File: config.mk
export PLATFORM = sky130hd
export DESIGN_NAME = txsched_stamp
export DESIGN_NICKNAME = d
export VERILOG_FILES = /design/src/rtl/tsc_pkg.sv /design/src/rtl/tsc_arbiter.sv /design/src/rtl/tsc_stamp_fsm.sv /design/src/rtl/txsched_stamp.sv
export SDC_FILE = /design/constraint.sdc
export NUM_CORES = 1
export LEC_CHECK = 0
export ABC_CLOCK_PERIOD_IN_PS = 3990
export BUFFER_PORTS_ARGS = -buffer_cell sky130_fd_sc_hd__buf_2
export CAP_MARGIN = 20
export CORE_ASPECT_RATIO = 1.4
export CORE_MARGIN = 3
export CORE_UTILIZATION = 28
export DETAILED_ROUTE_END_ITERATION = 16
export PLACE_DENSITY = 0.5
export SYNTH_ARGS = -nofsm -noshare
export SYNTH_HDL_FRONTEND = slang
export SYNTH_SLANG_ARGS = --single-unit
File: constraint.sdc
create_clock -name clk -period 3.99 [get_ports clk]
set_clock_uncertainty 0.05 [all_clocks]
set_input_delay 0 -clock clk [delete_from_list [all_inputs] [get_ports clk]]
set_output_delay 0 -clock clk [all_outputs]
set_load 0.1 [all_outputs]
File: src/rtl/tsc_pkg.sv
package tsc_pkg;
    typedef enum logic [1:0] {
        ST_INIT  = 2'd0,
        ST_IDLE  = 2'd1,
        ST_STAMP = 2'd2
    } tsc_state_e;

    localparam logic [2:0] ADR_PRIO  = 3'd0;
    localparam logic [2:0] ADR_TXHI  = 3'd1;
    localparam logic [2:0] ADR_TXLO  = 3'd2;
    localparam logic [2:0] ADR_RXHI  = 3'd4;
    localparam logic [2:0] ADR_RXLO  = 3'd5;
endpackage

File: src/rtl/tsc_arbiter.sv
module tsc_arbiter #(
    parameter int NBUF   = 3,
    parameter int PRIO_W = 8,
    localparam int IDXW  = (NBUF > 1) ? $clog2(NBUF) : 1
) (
    input  logic                           clk,
    input  logic                           rst_n,
    input  logic [NBUF-1:0]                pend,
    input  logic [NBUF-1:0][PRIO_W-1:0]    prio,
    output logic                           win_valid,
    output logic [IDXW-1:0]                win_idx
);
    logic              found;
    logic [PRIO_W-1:0] best;
    logic [IDXW-1:0]   bidx;

    always_comb begin
        found = 1'b0;
        best  = '0;
        bidx  = '0;
        for (int i = 0; i < NBUF; i++) begin
            if (pend[i] && (!found || prio[i] < best)) begin
                found = 1'b1;
                best  = prio[i];
                bidx  = IDXW'(i);
            end
        end
    end

    assign win_valid = found;
    assign win_idx   = bidx;

    // no pending buffer means no valid winner
    a_r3_idle_none: assert property (@(posedge clk) disable iff (!rst_n)
        (pend == '0) |-> (!win_valid && win_idx == '0));

    a_r1_winner_pending: assert property (@(posedge clk) disable iff (!rst_n)
        win_valid |-> pend[win_idx]);

    for (genvar j = 0; j < NBUF; j++) begin : g_chk
        // winner priority is not above any pending buffer
        a_r1_min_prio: assert property (@(posedge clk) disable iff (!rst_n)
            (win_valid && pend[j]) |-> (prio[win_idx] <= prio[j]));
        // equal priorities resolve toward the lower index
        a_r2_tie_low: assert property (@(posedge clk) disable iff (!rst_n)
            (win_valid && pend[j] && prio[j] == prio[win_idx]) |-> (win_idx <= IDXW'(j)));
    end
endmodule

File: src/rtl/tsc_stamp_fsm.sv
module tsc_stamp_fsm
    import tsc_pkg::*;
#(
    parameter int TS_W  = 16,
    parameter int IDXW  = 2
) (
    input  logic             clk,
    input  logic             rst_n,
    input  logic             init_mode,
    input  logic             bit_tick,
    input  logic             ts_enable,
    input  logic             eof,
    input  logic             frame_ok,
    input  logic             frame_is_tx,
    input  logic [IDXW-1:0]  tx_cur_idx,
    output logic             stamp_we,
    output logic             stamp_tx,
    output logic [IDXW-1:0]  stamp_idx,
    output logic [TS_W-1:0]  stamp_val
);
    tsc_state_e      state_q, state_d;
    logic [TS_W-1:0] cnt_q;
    logic            tgt_tx_q;
    logic [IDXW-1:0] tgt_idx_q;
    logic            evt;

    assign evt = eof && frame_ok && ts_enable;

    // free-running bit-time counter, silent wrap
    always_ff @(posedge clk or negedge rst_n) begin
        if (!rst_n)          cnt_q <= '0;
        else if (init_mode)  cnt_q <= '0;
        else if (bit_tick)   cnt_q <= cnt_q + 1'b1;
    end

    always_comb begin
        state_d = state_q;
        if (init_mode) begin
            state_d = ST_INIT;
        end else begin
            unique case (state_q)
                ST_INIT:  state_d = evt ? ST_STAMP : ST_IDLE;
                ST_IDLE:  state_d = evt ? ST_STAMP : ST_IDLE;
                ST_STAMP: state_d = ST_IDLE;
                default:  state_d = ST_IDLE;
            endcase
        end
    end

    always_ff @(posedge clk or negedge rst_n) begin
        if (!rst_n) begin
            state_q   <= ST_INIT;
            tgt_tx_q  <= 1'b0;
            tgt_idx_q <= '0;
        end else begin
            state_q <= state_d;
            if (!init_mode && evt && state_q != ST_STAMP) begin
                tgt_tx_q  <= frame_is_tx;
                tgt_idx_q <= tx_cur_idx;
            end
        end
    end

    always_comb begin
        stamp_we  = (state_q == ST_STAMP);
        stamp_tx  = tgt_tx_q;
        stamp_idx = tgt_idx_q;
        stamp_val = cnt_q;
    end

    a_r5_init_clears: assert property (@(posedge clk) disable iff (!rst_n)
        init_mode |=> (cnt_q == '0));

    a_r4_wrap_zero: assert property (@(posedge clk) disable iff (!rst_n)
        (!init_mode && bit_tick && cnt_q == '1) |=> (cnt_q == '0));

    a_r4_step_one: assert property (@(posedge clk) disable iff (!rst_n)
        (!init_mode && bit_tick) |=> (cnt_q == TS_W'($past(cnt_q) + 1'b1)));

    // unqualified events never lead to a stamp write
    a_r7_no_stamp: assert property (@(posedge clk) disable iff (!rst_n)
        (!evt || init_mode) |=> !stamp_we);
endmodule

File: src/rtl/txsched_stamp.sv
module txsched_stamp
    import tsc_pkg::*;
#(
    parameter int NBUF   = 3,
    parameter int PRIO_W = 8,
    parameter int TS_W   = 16,
    localparam int IDXW  = (NBUF > 1) ? $clog2(NBUF) : 1
) (
    input  logic              clk,
    input  logic              rst_n,
    input  logic              init_mode,
    input  logic              bit_tick,
    input  logic              ts_enable,
    input  logic [NBUF-1:0]   tx_empty,
    input  logic [NBUF-1:0]   buf_sel,
    input  logic              eof,
    input  logic              frame_ok,
    input  logic              frame_is_tx,
    input  logic [IDXW-1:0]   tx_cur_idx,
    input  logic              cpu_wr,
    input  logic [2:0]        cpu_addr,
    input  logic [7:0]        cpu_wdata,
    output logic [7:0]        cpu_rdata,
    output logic              win_valid,
    output logic [IDXW-1:0]   win_idx
);
    logic [NBUF-1:0][PRIO_W-1:0] prio_q;
    logic [NBUF-1:0][TS_W-1:0]   txts_q;
    logic [TS_W-1:0]             rxts_q;

    logic            stamp_we, stamp_tx;
    logic [IDXW-1:0] stamp_idx;
    logic [TS_W-1:0] stamp_val;

    logic [IDXW-1:0] acc_idx;
    logic            acc_ok;

    tsc_arbiter #(.NBUF(NBUF), .PRIO_W(PRIO_W)) u_arb (
        .clk       (clk),
        .rst_n     (rst_n),
        .pend      (~tx_empty),
        .prio      (prio_q),
        .win_valid (win_valid),
        .win_idx   (win_idx)
    );

    tsc_stamp_fsm #(.TS_W(TS_W), .IDXW(IDXW)) u_fsm (
        .clk         (clk),
        .rst_n       (rst_n),
        .init_mode   (init_mode),
        .bit_tick    (bit_tick),
        .ts_enable   (ts_enable),
        .eof         (eof),
        .frame_ok    (frame_ok),
        .frame_is_tx (frame_is_tx),
        .tx_cur_idx  (tx_cur_idx),
        .stamp_we    (stamp_we),
        .stamp_tx    (stamp_tx),
        .stamp_idx   (stamp_idx),
        .stamp_val   (stamp_val)
    );

    // lowest selected buffer is the one the CPU reaches
    always_comb begin
        acc_idx = '0;
        for (int i = NBUF - 1; i >= 0; i--) begin
            if (buf_sel[i]) acc_idx = IDXW'(i);
        end
        acc_ok = (buf_sel != '0) && tx_empty[acc_idx];
    end

    for (genvar b = 0; b < NBUF; b++) begin : g_buf
        always_ff @(posedge clk or negedge rst_n) begin
            if (!rst_n) begin
                prio_q[b] <= '0;
                txts_q[b] <= '0;
            end else begin
                if (cpu_wr && acc_ok && acc_idx == IDXW'(b) && cpu_addr == ADR_PRIO)
                    prio_q[b] <= PRIO_W'(cpu_wdata);
                if (stamp_we && stamp_tx && stamp_idx == IDXW'(b))
                    txts_q[b] <= stamp_val;
            end
        end

        // priority changes only through an allowed write
        a_r9_prio_guard: assert property (@(posedge clk) disable iff (!rst_n)
            !(cpu_wr && acc_ok && acc_idx == IDXW'(b) && cpu_addr == ADR_PRIO)
            |=> $stable(prio_q[b]));

        // transmit stamps move only on a stamp write
        a_r10_txts_ro: assert property (@(posedge clk) disable iff (!rst_n)
            !(stamp_we && stamp_tx) |=> $stable(txts_q[b]));
    end

    always_ff @(posedge clk or negedge rst_n) begin
        if (!rst_n)                    rxts_q <= '0;
        else if (stamp_we && !stamp_tx) rxts_q <= stamp_val;
    end

    a_r10_rxts_ro: assert property (@(posedge clk) disable iff (!rst_n)
        !(stamp_we && !stamp_tx) |=> $stable(rxts_q));

    always_comb begin
        cpu_rdata = '0;
        unique case (cpu_addr)
            ADR_PRIO: if (acc_ok) cpu_rdata = 8'(prio_q[acc_idx]);
            ADR_TXHI: if (acc_ok) cpu_rdata = txts_q[acc_idx][15:8];
            ADR_TXLO: if (acc_ok) cpu_rdata = txts_q[acc_idx][7:0];
            ADR_RXHI: cpu_rdata = rxts_q[15:8];
            ADR_RXLO: cpu_rdata = rxts_q[7:0];
            default:  cpu_rdata = '0;
        endcase
    end

    a_r9_blocked_read: assert property (@(posedge clk) disable iff (!rst_n)
        (!acc_ok && cpu_addr <= ADR_TXLO) |-> (cpu_rdata == 8'h00));
endmodule

==> impl_metrics.csv <==
group,metric,value,unit
run_status,outcome,"complete, no violations",
cells_and_area,fin_cells,783,
hold_path,hold_path.class,"in2async",
placed_design,place_hpwl,10000,um
logic_synthesis,syn_nets,523,
timing,worstMarginPinSlew,1.06,ns
power_and_ir_drop,ir_drop,0.200,mV
logic_synthesis,synth_cell_type_count,48,
global_route,grt_pass1_wl,22400,um
worst_setup_path,crit_top_cell,"ha_1",
logic_synthesis,yosys_warnings,0,
logic_synthesis,synth-edff-count,0,
cells_and_area,drive_above_1_share,33.0,%
worst_setup_path,slowest_stage,"dfrtp_1",
drt,drc,0,
logic_synthesis,ys_seq_area_share,47.9,%
cells_and_area,ff_latch_area,0.00273,mm^2
logic_synthesis,synth_cells,480,
floorplanning,die_area,0.0221,mm^2
worst_setup_path,path_cells,"nand2b_1 -> ha_1 -> a21oi_1 -> nand2_1 -> a211o_1 -> o21ai_4 -> buf_4 -> mux2_2 -> ha_1 -> nand4_1 -> a21oi_2 -> o21ai_0 -> o32a_1 -> o31a_1 -> buf_12",
timing,relSlewSlack,29.4,%
timing,finalSetupViolCount,0,
timing,fin_crit_sh,96.0,%
drt,ant_nets,0,
logic_synthesis,avgSynthCellArea,11.9,um^2
cells_and_area,fillers,1973,
global_route,grt_usage,12.9,%
clock_network,cts_buffer_depth,2,
drt,drtIter0Drc,187,
clock_network,clock_latency,0.34,ns
power_and_ir_drop,p_per_area,394,mW/mm^2
clock_network,cts_htree_levels,3,
cells_and_area,multiInputGateArea,0.00289,mm^2
cells_and_area,utilization,33.7,%
floorplanning,die_x,127,um
drt,drt_wl_total,14000,um
global_route,antenna_found_initial,0,
placed_design,io_buffers,38,
logic_synthesis,ys.flop_type,"dfrtp_1",
clock_network,numCtsBuffers,9,
worst_setup_path,cp_max_fo,4,
floorplanning,start_util,28.6,%
worst_setup_path,cp-end-kind,"output port",
clock_network,cts_tree,"done",
worst_setup_path,max_stage_delay,0.37,ns
worst_setup_path,crit_type,"reg2out",
drt,dr.pass1.iters,4,
global_route,overflow,0,
logic_synthesis,syn_area,0.00569,mm^2
timing,timing.hold.ws,0.0557,ns
placed_design,gp_congestion,0.867,
power_and_ir_drop,fin_total_pwr,2650,uW
floorplanning,ios,39,
cells_and_area,num_antenna_cells,0,
clock_network,clkSlewWorstSetupHoldPaths,0.07,ns
clock_network,root_buffer,"clkbuf_16",
flow_run,cap_viol_max_count,0,
logic_synthesis,synth_area_leaders,"dfrtp_1 48%, mux2_2 18%, mux2i_1 5.8%, ha_1 3.3%, nor2_1 2.2%",
power_and_ir_drop,p_leak,0.00305,uW
drt,vias,3917,
floorplanning,core,0.0199,mm^2
timing,drv_slew,0,
worst_setup_path,cp.arrival,3.78,ns
worst_setup_path,setup.worst_path.start_class,"register",
cells_and_area,final_nets,570,
timing,fmax,261,MHz
clock_network,cts_sinks,109,
timing,layout_min_cycle_time,3.83,ns
floorplanning,die_h,175,um
logic_synthesis,yosys.area.top_type,"dfrtp_1",
logic_synthesis,ys_ff_latch,109,
logic_synthesis,yosysTopAreaCellShare,47.9,%
cells_and_area,syn_to_final_growth,18.0,%
drt,routedWlPerCell,17.9,um
floorplanning,rows,61,
drt,vias_per_cell,5.00,
global_route,grt_max_degree,82,
logic_synthesis,async_flop_share,100,%
worst_setup_path,worstPathRequired,3.94,ns
timing,hold_viol_final,0,
placed_design,placed_cells,746,
global_route,grt_pass1_vias,4090,
==> registers in the layout (all words and copies together) (netlist names) <==
name,cells
prio_q,24
rxts_q,16
txts_q,48
u_fsm.stamp_idx,2
u_fsm.stamp_tx,1
u_fsm.stamp_val,16
u_fsm.state_q,2
==> area by class of cell <==
class / instances / share of cell area, %
multi-input combinational: 334 / 43.0
clock buffer: 11 / 3.61
tap: 252 / 4.69
sequential: 109 / 40.6
inverter: 9 / 0.503
clock inverter: 4 / 0.484
timing repair buffer: 64 / 7.15
==> repair_timing <==
action / in CTS / in global routing
endpoints found under the setup margin: 1 / 2
hold endpoints to repair: 118 / 0
hold buffers: 17 / 0
buffers inserted: 0 / 4
pin swaps: 0 / 5
resized for setup: 1 / 12
==> per-stage QoR <==
step | worst slack [ns] | setup TNS [ns] | area, um^2
floorplan | 0.246 | 0 | 5690
finish | 0.160 | 0 | 6720
global placement | 0.399 | 0 | 6150
detailed placement | 0.345 | 0 | 6150
global route | -0.00103 | -0.00103 | 6720
CTS | 0.0276 | 0 | 6600
==> cells in the mapped netlist, types with 3 or more instances <==
cell / n
nor2b_1: 5
o211ai_1: 8
o21ai_0: 6
inv_1: 9
mux2_2: 90
clkbuf_1: 15
nor2_1: 33
a22oi_1: 8
o22ai_1: 8
xor2_1: 12
nand2b_1: 13
and4_1: 3
mux2_4: 8
mux2i_1: 33
nor3_1: 5
nand4_1: 6
buf_2: 7
o221ai_1: 9
a21oi_1: 16
dfrtp_1: 109
nand2_1: 20
ha_1: 15
nand3_1: 9
buf_1: 4
==> routing by layer <==
| layer | GRT usage, % | vias up | share of wire (%) |
|---|---|---|---|
| li1 | - | 1834 | - |
| met4 | 3.89 | 0 | 1.4 |
| met5 | 0 | - | 0 |
| met1 | 16.0 | 2001 | 43 |
| met2 | 22.5 | 68 | 53 |
| met3 | 2.45 | 14 | 3.3 |
==> critical path, delay by kind of cell (launching register included) <==
kind,cells,cell delay (ns)
compound gates,7,1.41
fa+ha+maj,2,0.61
buf+inv,2,0.34
flops,1,0.37
mux,1,0.33
simple gates,3,0.36
==> power by group <==
part           total (uW)  internal, uW  switching, uW
sequential           1220          1160           59.0
combinational         591           264            328
clock                 836           441            395
==> cell families after synthesis <==
| family | count (synthesis) | share of synthesized area [%] |
|---|---|---|
| xor+xnor | 14 | 2.15 |
| compound gates | 67 | 8.28 |
| flops | 109 | 47.9 |
| simple gates | 107 | 9.80 |
| mux | 131 | 25.7 |
| fa+ha+maj | 15 | 3.30 |
| buf+inv | 37 | 2.86 |
==> cells in the final DEF (no fill, tap or decap), types with 3 or more instances in the layout <==
| cell type | count |
|---|---|
| mux2_4 | 10 |
| inv_1 | 9 |
| o22ai_1 | 8 |
| buf_2 | 35 |
| nand2_1 | 20 |
| and4_1 | 3 |
| xor2_1 | 12 |
| dlygate4sd3_1 | 17 |
| nand2b_1 | 13 |
| nor2b_1 | 4 |
| o221ai_1 | 8 |
| a21oi_1 | 14 |
| mux2i_1 | 33 |
| mux2_2 | 88 |
| nor3_1 | 4 |
| a22oi_1 | 8 |
| buf_4 | 9 |
| o21ai_0 | 4 |
| nand4_1 | 6 |
| o211ai_1 | 8 |
| nand3_1 | 8 |
| nor2_1 | 33 |
| clkbuf_16 | 9 |
| dfrtp_1 | 109 |
| ha_1 | 13 |
==> final timing paths <==
check / startpoint / end / slack (ns) / cells past startpoint
setup reg to reg: u_fsm.state_q[1] / txts_q[12] / 1.86 / 4
setup / recovery: prio_q[6] / win_idx[1] / 0.16 / 15
hold reg to reg: u_fsm.state_q[1] / u_fsm.state_q[1] / 0.41 / 1
max in group asynchronous: rst_n / prio_q[19] / 2.77 / 4
min in group clk: ts_enable / u_fsm.stamp_idx[0] / 0.11 / 4
hold / removal: rst_n / txts_q[6] / 0.06 / 2
(Power assumes the default switching activity.)
